[src/rtl/hb_pkg.sv]
package hb_pkg;
    // Encoding is {write line, command/data line}, both active low.
    typedef enum logic [1:0] {
        CYC_CMD_WR = 2'b00,
        CYC_DAT_WR = 2'b01,
        CYC_CMD_RD = 2'b10,
        CYC_DAT_RD = 2'b11
    } cyc_t;
endpackage

[src/rtl/hb_strobe.sv]
module hb_strobe
    import hb_pkg::*;
(
    input  logic clk,
    input  logic rst_n,
    input  logic en_n,
    input  logic wr_n,
    input  logic cmd_n,
    input  logic chain_n,
    output logic active,
    output logic start,
    output logic finish,
    output cyc_t cyc,
    output logic chain_en
);
    typedef struct packed {
        logic active;
        cyc_t cyc;
        logic chain_n;
    } st_s;

    st_s st_d, st_q;

    assign start  = !en_n && !st_q.active;
    assign finish = en_n && st_q.active;

    always_comb begin
        st_d        = st_q;
        st_d.active = !en_n;
        if (start) begin
            st_d.cyc     = cyc_t'({wr_n, cmd_n});
            st_d.chain_n = chain_n;
        end
    end

    always_ff @(posedge clk) begin
        if (!rst_n) begin
            st_q.active  <= 1'b0;
            st_q.cyc     <= CYC_DAT_RD;
            st_q.chain_n <= 1'b1;
        end else begin
            st_q <= st_d;
        end
    end

    assign active   = st_q.active;
    assign cyc      = st_q.cyc;
    assign chain_en = !st_q.chain_n;

    AST_TYPE_HELD: assert property (@(posedge clk) disable iff (!rst_n)
        (st_q.active && !en_n) |=> $stable(st_q.cyc));
    AST_START_ACTIVATES: assert property (@(posedge clk) disable iff (!rst_n)
        start |=> st_q.active);
endmodule

[src/rtl/hb_segctr.sv]
module hb_segctr #(
    parameter int unsigned N = 4
) (
    input  logic                                  clk,
    input  logic                                  rst_n,
    input  logic                                  step,
    output logic [((N > 1) ? $clog2(N) : 1)-1:0]  cnt
);
    localparam int unsigned W = (N > 1) ? $clog2(N) : 1;
    localparam logic [W-1:0] LAST = W'(N - 1);

    logic [W-1:0] cnt_d, cnt_q;

    always_comb begin
        cnt_d = cnt_q;
        if (step) cnt_d = (cnt_q == LAST) ? '0 : cnt_q + 1'b1;
    end

    always_ff @(posedge clk) begin
        if (!rst_n) cnt_q <= '0;
        else        cnt_q <= cnt_d;
    end

    assign cnt = cnt_q;

    AST_SEG_ADVANCE: assert property (@(posedge clk) disable iff (!rst_n)
        step |=> (cnt_q == (($past(cnt_q) == LAST) ? '0 : $past(cnt_q) + 1'b1)));
    AST_SEG_HOLD: assert property (@(posedge clk) disable iff (!rst_n)
        !step |=> $stable(cnt_q));
endmodule

[src/rtl/hb_wordasm.sv]
module hb_wordasm #(
    parameter int unsigned BUS_W = 16,
    parameter int unsigned SEGS  = 4
) (
    input  logic                                        clk,
    input  logic                                        rst_n,
    input  logic                                        load,
    input  logic [((SEGS > 1) ? $clog2(SEGS) : 1)-1:0]  sel,
    input  logic [BUS_W-1:0]                            din,
    output logic [BUS_W*SEGS-1:0]                       word,
    output logic                                        word_vld
);
    localparam int unsigned SW = (SEGS > 1) ? $clog2(SEGS) : 1;
    localparam logic [SW-1:0] LAST = SW'(SEGS - 1);

    logic [BUS_W*SEGS-1:0] buf_d, buf_q, word_d, word_q;
    logic                  vld_d, vld_q;

    for (genvar g = 0; g < SEGS; g++) begin : g_slice
        always_comb begin
            buf_d[g*BUS_W +: BUS_W] = (load && sel == SW'(g)) ? din
                                                              : buf_q[g*BUS_W +: BUS_W];
        end
    end

    always_comb begin
        vld_d  = load && (sel == LAST);
        word_d = vld_d ? buf_d : word_q;
    end

    always_ff @(posedge clk) begin
        if (!rst_n) begin
            buf_q  <= '0;
            word_q <= '0;
            vld_q  <= 1'b0;
        end else begin
            buf_q  <= buf_d;
            word_q <= word_d;
            vld_q  <= vld_d;
        end
    end

    assign word     = word_q;
    assign word_vld = vld_q;

    AST_WORD_AFTER_LAST: assert property (@(posedge clk) disable iff (!rst_n)
        vld_q |-> $past(load && sel == LAST));
    AST_WORD_SINGLE: assert property (@(posedge clk) disable iff (!rst_n)
        vld_q |=> !vld_q);
endmodule

[src/rtl/hb_wide_port.sv]
module hb_wide_port
    import hb_pkg::*;
#(
    parameter int unsigned BUS_W  = 16,
    parameter int unsigned WORD_W = 64,
    parameter int unsigned STAT_W = 32
) (
    input  logic                 clk,
    input  logic                 rst_n,
    input  logic                 bus_en_n,
    input  logic                 bus_wr_n,
    input  logic                 bus_cmd_n,
    input  logic                 bus_chain_n,
    input  logic [BUS_W-1:0]     dq_in,
    output logic [BUS_W-1:0]     dq_out,
    output logic                 dq_oe,
    input  logic [WORD_W-1:0]    rd_word,
    input  logic [STAT_W-1:0]    status_word,
    output logic [WORD_W-1:0]    wr_word,
    output logic                 wr_word_vld,
    output logic [BUS_W-1:0]     instr,
    output logic                 instr_vld,
    output logic                 chain_en,
    output logic [((WORD_W/BUS_W > 1) ? $clog2(WORD_W/BUS_W) : 1)-1:0] src_seg,
    output logic [((WORD_W/BUS_W > 1) ? $clog2(WORD_W/BUS_W) : 1)-1:0] dst_seg
);
    localparam int unsigned SEGS   = WORD_W / BUS_W;
    localparam int unsigned SW     = (SEGS > 1) ? $clog2(SEGS) : 1;
    localparam int unsigned HALVES = STAT_W / BUS_W;
    localparam int unsigned HW     = (HALVES > 1) ? $clog2(HALVES) : 1;

    logic   active, start, finish;
    cyc_t   cyc;
    logic   [SW-1:0] src_q, dst_q;
    logic   [HW-1:0] stat_sel;
    logic   is_read;

    typedef struct packed {
        logic [BUS_W-1:0] hold;
        logic [BUS_W-1:0] instr;
        logic             instr_vld;
    } reg_s;

    reg_s r_d, r_q;

    hb_strobe i_strobe (
        .clk      (clk),
        .rst_n    (rst_n),
        .en_n     (bus_en_n),
        .wr_n     (bus_wr_n),
        .cmd_n    (bus_cmd_n),
        .chain_n  (bus_chain_n),
        .active   (active),
        .start    (start),
        .finish   (finish),
        .cyc      (cyc),
        .chain_en (chain_en)
    );

    hb_segctr #(.N(SEGS)) i_src_ctr (
        .clk  (clk),
        .rst_n(rst_n),
        .step (finish && cyc == CYC_DAT_RD),
        .cnt  (src_q)
    );

    hb_segctr #(.N(SEGS)) i_dst_ctr (
        .clk  (clk),
        .rst_n(rst_n),
        .step (finish && cyc == CYC_DAT_WR),
        .cnt  (dst_q)
    );

    hb_segctr #(.N(HALVES)) i_stat_ctr (
        .clk  (clk),
        .rst_n(rst_n),
        .step (finish && cyc == CYC_CMD_RD),
        .cnt  (stat_sel)
    );

    hb_wordasm #(.BUS_W(BUS_W), .SEGS(SEGS)) i_wordasm (
        .clk      (clk),
        .rst_n    (rst_n),
        .load     (finish && cyc == CYC_DAT_WR),
        .sel      (dst_q),
        .din      (r_q.hold),
        .word     (wr_word),
        .word_vld (wr_word_vld)
    );

    always_comb begin
        r_d           = r_q;
        r_d.instr_vld = 1'b0;
        if (!bus_en_n) r_d.hold = dq_in;
        if (finish && cyc == CYC_CMD_WR) begin
            r_d.instr     = r_q.hold;
            r_d.instr_vld = 1'b1;
        end
    end

    always_ff @(posedge clk) begin
        if (!rst_n) r_q <= '0;
        else        r_q <= r_d;
    end

    assign is_read   = (cyc == CYC_CMD_RD) || (cyc == CYC_DAT_RD);
    assign dq_oe     = !bus_en_n && active && is_read;
    assign dq_out    = (cyc == CYC_CMD_RD) ? status_word[stat_sel*BUS_W +: BUS_W]
                                           : rd_word[src_q*BUS_W +: BUS_W];
    assign instr     = r_q.instr;
    assign instr_vld = r_q.instr_vld;
    assign src_seg   = src_q;
    assign dst_seg   = dst_q;

    AST_INSTR_PULSE: assert property (@(posedge clk) disable iff (!rst_n)
        instr_vld |-> $past(finish && cyc == CYC_CMD_WR));
    AST_STAT_TOGGLE: assert property (@(posedge clk) disable iff (!rst_n)
        (finish && cyc == CYC_CMD_RD) |=> (stat_sel != $past(stat_sel)));
    AST_NO_OE_ON_WRITE: assert property (@(posedge clk) disable iff (!rst_n)
        (active && (cyc == CYC_CMD_WR || cyc == CYC_DAT_WR)) |-> !dq_oe);
    AST_OE_NEEDS_STROBE: assert property (@(posedge clk) disable iff (!rst_n)
        dq_oe |-> $past(!bus_en_n));
endmodule

[config.mk]
export PLATFORM = sky130hd
export DESIGN_NAME = hb_wide_port
export DESIGN_NICKNAME = d
export VERILOG_FILES = /design/src/rtl/hb_pkg.sv /design/src/rtl/hb_strobe.sv /design/src/rtl/hb_segctr.sv /design/src/rtl/hb_wordasm.sv /design/src/rtl/hb_wide_port.sv
export SDC_FILE = /design/constraint.sdc
export NUM_CORES = 1
export LEC_CHECK = 0
export ABC_AREA = 1
export BUFFER_PORTS_ARGS = -buffer_cell sky130_fd_sc_hd__buf_2
export CORE_MARGIN = 3
export CORE_UTILIZATION = 52
export CTS_BUF_LIST = sky130_fd_sc_hd__clkbuf_4 sky130_fd_sc_hd__clkbuf_8
export CTS_CLUSTER_DIAMETER = 30
export DETAILED_ROUTE_END_ITERATION = 16
export PLACE_DENSITY = 0.94
export SETUP_SLACK_MARGIN = 0.02
export SYNTH_ARGS = -nofsm -noshare
export SYNTH_HDL_FRONTEND = slang
export SYNTH_SLANG_ARGS = --single-unit
[constraint.sdc]
create_clock -name clk -period 2 [get_ports clk]
set_clock_uncertainty 0.2 [all_clocks]
set_input_delay 0.3 -clock clk [delete_from_list [all_inputs] [get_ports clk]]
set_output_delay 0.3 -clock clk [all_outputs]
set_load 0.01 [all_outputs]
==> run summary, run 1 <==
Buffers inserted during clock tree synthesis total 17. After technology mapping, the gate count stands at 962. The count of unique library cells instantiated by Yosys came out at 20. Across all layers, the routed design uses 7265 vias. The cell row count is 40.

The final cycle utilization of the critical path came out at 1.02. Measured in cells, the most critical reg-to-reg path has a length of 6. The die outline area is 14000 µm². The signal on the critical path passes through inv_6, clkbuf_16, nand2_1, nand3_1, nand3_1, o21ai_1, buf_2. The count of nets after finishing is 1319. In this run the vertical extent of the chip is 118 µm.

The worst hold margin is 99.5 ps. The number of H-tree levels is 4. The average instance in the mapped netlist occupies 6.83 µm².

The clock insertion delay at the later pin of the skew report came out at 440 ps. Using the TritonRoute via totals, the vias-per-cell ratio works out to 5.28. After synthesis the netlist holds a flip-flop and latch count of 155. The number of buffers inserted by port buffering came out at 221. The most critical setup path has its endpoint at dq_out[14]. The power consumption came out at 6.41 mW. The slew of the pin with the lowest slew margin came out at 394 ps. The maximum root-to-sink buffer count came out at 2. The final reports fail on setup timing. The routed length per instance is 15.4 µm. The effective utilization at floorplan came out at 0.540. The chip width is 118 µm.

The worst setup path is launched from a flop. The largest individual stage delay along the critical path comes from the cell dfxtp_4. The number of primary I/O pins is 222. The number of search-and-repair iterations in the first detailed-routing pass is 6.

Once detail routing completed, the nets flagged for antenna violations numbered 0. The worst reg-to-reg setup slack is 250 ps. The critical path endpoint category is a primary output.

The type of the worst min-delay path is primary input to flop. The highest attainable clock frequency is 0.489 GHz. The pin count of the biggest net entering global routing came out at 55.

The post-detailed-routing wire length came out at 21.2 mm. The worst register-to-register path begins at i_dst_ctr.cnt[0]. The tree is rooted in a clkbuf_8. For the worst setup path, the data required time is 1500 ps.

The total standard cell area after synthesis came out at 6570 µm². In this design, the critical path's most frequently occurring cell is nand3_1. In the final layout, the share of cells above drive strength 1 is 0.264. The number of antenna violations at the first check in global routing was 0. Yosys printed 0 warnings.

For this run, the share of the core covered by cells in the final layout is 0.719. The count of antenna diodes in the layout came out at 0. The final max-slew violation count is 0. The type of the worst setup path is flop to primary output.

The number of fillers in the final layout is 926. The overall fraction of global-route tracks in use is 0.292. The global route total overflow came out at 0. TritonCTS built the clock tree.

The synthesis-to-layout area growth is 33.1%. The peak per-stage delay on the critical path came out at 380 ps. The final worst setup slack is -46.8 ps. Setup repair after global routing could not meet its margin everywhere. The static leakage is 4.46 nW. The count of placed standard cells in the final layout, fillers left out is 1377.

The total count of hold-check failures in the final report came out at 0. The number of failing setup endpoints in the final timing report came out at 15. The via count of the first global-routing pass came out at 6581. The count of max-cap constraint violations is 0. The sink count of the clock tree is 155. Synthesis produced a netlist with a net count of 1085. The clock-pin slew reported for the worst setup and hold paths after clock tree synthesis came out at 90 ps.

After the first detailed-routing iteration, the DRC count stood at 980. The shortest clock period the worst path allows after layout came out at 2050 ps. In this run, placement finished with an instance count of 1314. The worst-case IR drop observed on VDD is 0.536 mV. The data arrival at the endpoint of the critical path came out at 1550 ps. The most critical setup path has its startpoint at i_src_ctr.cnt[0]. In this run the standard cell core region covers 12200 µm². The placed wire-length estimate after detailed placement came out at 14.3 mm.

The relative slew slack came out at 0.736. The DRC violation count after routing is 0. The share of the Yosys chip area taken by registers is 0.473. The run finished, with violations left.

The first global-routing pass estimated 33.3 mm of wire. The endpoint identified for the worst register-to-register timing path is i_wordasm.word[38]. The worst setup slack before clock tree synthesis came out at 315 ps. The final weighted congestion in routability-driven placement came out at 0.982. The maximum fanout encountered on the critical timing path came out at 8.

The power per unit of standard cell area came out at 733 nW/µm².
==> synthesized netlist by cell type (all sizes together) <==
| library cell | number | area, µm² |
|---|---|---|
| a21oi | 21 | 105 |
| buf | 24 | 141 |
| clkbuf | 34 | 128 |
| clkinv | 1 | 3.75 |
| dfxtp | 155 | 3100 |
| ha | 5 | 62.6 |
| inv | 79 | 297 |
| nand2 | 309 | 1160 |
| nand3 | 151 | 776 |
| nor2 | 110 | 423 |
| nor3 | 2 | 10.0 |
| o21ai | 71 | 355 |
==> sequential cells by signal (all words and copies together) (netlist names) <==
register / flops
i_strobe.cyc: 2
i_wordasm.word: 64
instr_vld: 1
i_dst_ctr.cnt: 2
i_strobe.st_q: 1
instr: 16
i_stat_ctr.cnt: 1
i_strobe.active: 1
i_wordasm.buf_q: 48
r_q: 16
i_src_ctr.cnt: 2
i_wordasm.word_vld: 1
==> layout by cell type (no fill, tap or decap), types with 2 or more instances in the layout <==
cell type      count
clkbuf_16          2
dfxtp_4            3
o21ai_1           24
nor3_1             2
clkinv_2           3
nand3_1          142
a21oi_1           21
dfxtp_2            2
o21ai_2            8
o21ai_0           39
inv_6              3
nor2_1           106
dlygate4sd3_1     21
dfxtp_1          150
buf_2            221
ha_1               5
buf_12             6
bufinv_16          4
inv_4              2
nand2_1          308
nand3_2            9
buf_4             17
inv_1             71
clkbuf_8          17
clkinv_4           3
buf_6              5
nor2_4             3
inv_2              4
clkinvlp_4         3
==> critical path: cells and delay by family, from the launching register on <==
kind,cells,cell delay (ps)
buf+inv,3,410
flops,1,380
simple gates,3,230
compound gates,1,90
==> stage by stage <==
stage          instance area (µm²)  setup TNS [ps]
6_report                      8740            -399
5_1_grt                       8740           -1620
4_1_cts                       8650            -451
3_5_place_dp                  7830               0
3_3_place_gp                  7830               0
2_1_floorplan                 6570               0
==> cell type report <==
type / count / area, µm² / share of cell area
sequential: 155 / 3120 / 0.357
tap: 168 / 210 / 0.0241
timing repair buffer: 273 / 1700 / 0.194
inverter: 80 / 314 / 0.0359
multi-input combinational: 669 / 2960 / 0.339
clock inverter: 14 / 194 / 0.0222
clock buffer: 18 / 241 / 0.0276
==> report_power, final <==
part	switching [mW]	leakage (nW)	internal, mW
Combinational	0.407	2.99	0.297
Clock	1.17	0.217	1.38
Sequential	0.0323	1.26	3.12
==> worst min path at each step <==
stage,to,start,cells past startpoint,slack [ps]
CTS,i_strobe.st_q[0],bus_en_n,3,70
detailed placement,i_wordasm.word[61],i_wordasm.word[61],2,230
finish,i_strobe.st_q[0],bus_en_n,3,100
global route,i_strobe.st_q[0],bus_en_n,3,120
floorplan,i_strobe.cyc[0],bus_cmd_n,2,230
global placement,i_wordasm.word[52],i_wordasm.word[52],2,220
==> metal layers <==
| metal | global-route usage | up-vias | routed length (µm) |
|---|---|---|---|
| met5 | 0 | - | 0 |
| met4 | 0.119 | 0 | 881 |
| met3 | 0.0737 | 74 | 1830 |
| met2 | 0.447 | 373 | 9640 |
| met1 | 0.395 | 3309 | 8880 |
| li1 | - | 3509 | - |
==> cells by family after synthesis <==
| family | count (synthesis) | synth area share |
|---|---|---|
| AND/OR/NAND/NOR | 572 | 0.361 |
| adder cells (fa/ha/maj) | 5 | 0.00953 |
| AO/OA/AOI/OAI | 92 | 0.0701 |
| flip-flops | 155 | 0.473 |
| buffers and inverters | 138 | 0.0867 |
==> repair_timing <==
action,in CTS,in global routing
gates resized for setup,53,8
hold endpoints to repair,22,0
setup endpoints to repair,16,16
buffers inserted,5,1
pin swaps,12,10
hold buffers,21,0
cloned,2,2
No activity file was read; power rests on OpenSTA's default activity.
==> run 2, diff against run 1 <==
Settings changed: CORE_MARGIN 3 to 5.
==> run 2 against run 1 <==
  * The run still ends with setup timing left
  * Count of clock-buffer cells in the layout is 1 lower
  * Sequential cell count unchanged
  * Cell area shrank 0.37%
  * Clock power is 4% lower
  * Sequential power about the same
  * Global-route usage decreased by 0.064 points
  * Utilization is 2.3 points lower
  * Critical endpoint is now dq_out[9]
  * Largest power group unchanged
  * Highest routed layer unchanged
==> run summary, run 2 (synthesized netlist as in run 1, its figures left out) <==
Result of the run: complete, but fails checks (unchanged). Violated checks: setup timing (unchanged). The global-route wire length before repair is 34.1 mm (was 33.3 mm). The number of fillers in the final layout came out at 961 (was 926). The DRC violation count after routing is 0 (unchanged). The power share of the clock group is 0.387 (was 0.398). The cell area reported after detailed placement was 7830 µm² (about the same). The static leakage came out at 4.45 nW (was 4.46 nW). The part of the power in combinational logic came out at 0.112 (was 0.110).

The global route total overflow is 0 (unchanged). The chip width is 122 µm (was 118 µm). The switching fraction of total power came out at 0.274 (was 0.251). The number of buffers inserted by port buffering is 221 (unchanged).

The via density per instance is 5.34 (was 5.28). The critical hold path startpoint was bus_en_n (unchanged). The type of the worst min-delay path is primary input to flop (unchanged). The final antenna-violating net count is 0 (unchanged). The sequential cell fraction of total power came out at 0.501 (was 0.492). The relative slew slack was 0.693 (was 0.736).

Cell Chain, Critical Path: inv_4, nor2_4, buf_6, o21ai_1, o21ai_1, buf_2 (was inv_6, clkbuf_16, nand2_1, nand3_1, nand3_1, o21ai_1, buf_2). The number of failing setup endpoints in the final timing report is 16 (was 15). The critical path endpoint category was a primary output (unchanged). The most prevalent standard cell on the critical path was o21ai_1 (was nand3_1). The number of buffers created by CTS is 17 (unchanged). The category of cells accounting for the largest share of critical-path delay is buffers and inverters (unchanged).

The number of primary I/O pins was 222 (unchanged). The data arrival at the endpoint of the critical path is 1620 ps (was 1550 ps). The sink count of the clock tree came out at 155 (unchanged). The synthesis-to-layout area growth came out at 32.6% (was 33.1%).

The internal power came out at 4.57 mW (was 4.80 mW). The post-route standard cell area excluding fillers came out at 8710 µm² (was 8740 µm²). The placed wire-length estimate after detailed placement is 14.6 mm (was 14.3 mm).

The cell row count was 41 (was 40). The total count of hold-check failures in the final report is 0 (unchanged). The slew of the pin with the lowest slew margin was 460 ps (was 394 ps). The effective utilization at floorplan came out at 0.525 (was 0.540). The count of vias placed by the detailed router is 7388 (was 7265).

The count of max-cap constraint violations was 0 (unchanged). The overall fraction of global-route tracks in use is 0.291 (was 0.292). The maximum root-to-sink buffer count came out at 2 (unchanged). The maximum VDD drop was 0.590 mV (was 0.536 mV).

The met1 wire length is 8.72 mm (was 8.88 mm). The power per unit of standard cell area came to 724 nW/µm² (was 733 nW/µm²). The share of the core filled with cells is 0.696 (was 0.719). The fraction of final layout cells sized beyond drive strength 1 is 0.258 (was 0.264). The via count of the first global-routing pass is 6952 (was 6581). The die outline area is 15000 µm² (was 14000 µm²). The final max-slew violation count came out at 0 (unchanged). The first-iteration detailed-routing DRC count came to 1013 (was 980). The launch instance of the worst register-to-register path was i_strobe.cyc[1] (was i_dst_ctr.cnt[0]). The highest attainable clock frequency is 0.471 GHz (was 0.489 GHz). The flip-flop count of the largest register after layout came out at 64 (unchanged). The cell with the largest stage delay on the worst path is dfxtp_4 (unchanged).

The number of buffers and inverters on the critical path is 3 (unchanged). The uppermost metal layer occupied by signal nets is met4 (unchanged). The number of H-tree levels was 4 (unchanged). The peak per-stage delay on the critical path was 370 ps (was 380 ps).

The met2 wire length came to 10.3 mm (was 9.64 mm). The clock insertion delay at the later pin of the skew report came to 450 ps (was 440 ps). The timing startpoint of the critical path is i_strobe.cyc[1] (was i_src_ctr.cnt[0]). The type of the worst setup path is flop to primary output (unchanged). The post-route setup TNS is -968 ps (was -399 ps). The final worst setup slack came to -125 ps (was -46.8 ps). The clock root buffer is clkbuf_8 (unchanged). The required time of the critical path is 1500 ps (about the same).

The commonest non-fill, non-tap cell in the layout is nand2_1 (unchanged). The nature of the critical path startpoint is a flop (unchanged). The final cycle utilization of the critical path is 1.06 (was 1.02). The shortest clock period the worst path allows after layout came out at 2120 ps (was 2050 ps). The number of search-and-repair iterations in the first detailed-routing pass is 6 (unchanged). The routed length per instance is 16.1 µm (was 15.4 µm). The total length of routed met3 wires is 2.21 mm (was 1.83 mm). The final weighted congestion in routability-driven placement is 0.915 (was 0.982). The pin count of the biggest net entering global routing came out at 50 (was 55).

The maximum fanout encountered on the critical timing path is 5 (was 8). The height of the die came out at 122 µm (was 118 µm). The clock-pin slew reported for the worst setup and hold paths after clock tree synthesis came to 90 ps (about the same). The count of antenna diodes in the layout came out at 0 (unchanged). Setup repair after global routing missed its margin: yes (unchanged). The count of nets after finishing came out at 1321 (was 1319). Commonest cells after routing, fill and taps aside: nand2_1, buf_2, dfxtp_1 (unchanged).

The post-detailed-routing wire length is 22.3 mm (was 21.2 mm). The clock tree from TritonCTS is yes (unchanged). The number of antenna violations at the first check in global routing came out at 0 (unchanged).

The reported net switching power came out at 1.73 mW (was 1.61 mW). The placeable core region is 12500 µm² (was 12200 µm²).
## run 2: changes by cell type in the layout (fill, tap and decap cells not counted), sizes merged
cell         delta
bufinv          -2
clkbuf          -1
clkinv          -4
dlygate4sd3     +2
inv             +5
clkinvlp        +2
## run 2: what timing repair did
item / in CTS / in global routing
endpoints found under the setup margin: 16 / 16
resized for setup: 34 / 7
buffers inserted: 5 / 1
pin swaps: 2 / 1
hold endpoints to repair: 22 / 0
hold buffers: 23 / 0
cloned: 3 / 2
## run 2: area by class of cell
| cell class | count | area [µm²] | area share |
|---|---|---|---|
| Sequential cell | 155 | 3110 | 0.358 |
| Multi-Input combinational cell | 669 | 2940 | 0.338 |
| Timing Repair Buffer | 275 | 1710 | 0.196 |
| Inverter | 80 | 320 | 0.0368 |
| Clock buffer | 17 | 234 | 0.0269 |
| Tap cell | 172 | 215 | 0.0247 |
| Clock inverter | 15 | 179 | 0.0206 |
## run 2: through the flow
step	hold slack (ps)	std cells	setup WS (ps)	power, mW
5_1_grt	104	1383	-238	6.53
3_3_place_gp	227	1317	178	3.80
4_1_cts	39.2	1380	-71.6	6.27
6_report	85.9	1383	-125	6.30
3_5_place_dp	229	1317	172	3.81
2_1_floorplan	226	962	240	3.53
## run 2: worst register-to-register path: stages (launching register included)
cell	delay (ps)
dfxtp_4	360
buf_4	140
nor2_4	180
nand3_2	130
nand2_1	120
inv_2	200
buf_4	250
nand2_1	80
nand2_1	60
## run 2: per-layer routing
metal / track usage / vias up
li1: - / 3494
met1: 0.359 / 3361
met2: 0.472 / 431
met3: 0.0710 / 102
met4: 0.155 / 0
met5: 0 / -
## run 2: power by group through the flow
stage          clock [mW]  sequential (mW)  combinational (mW)
6_report             2.44             3.16               0.708
5_1_grt              2.61             3.16               0.766
4_1_cts              2.45             3.16               0.664
3_5_place_dp            0             3.23               0.583
3_3_place_gp            0             3.22               0.574
2_1_floorplan           0             3.22               0.309
## run 2: worst paths after layout
check,end,slack [ps],cells past startpoint
worst max register to register,i_wordasm.word[33],180,8
worst min-delay path,i_stat_ctr.cnt,90,4
worst max-delay path,dq_out[9],-120,6
worst min register to register,i_wordasm.word[59],250,2
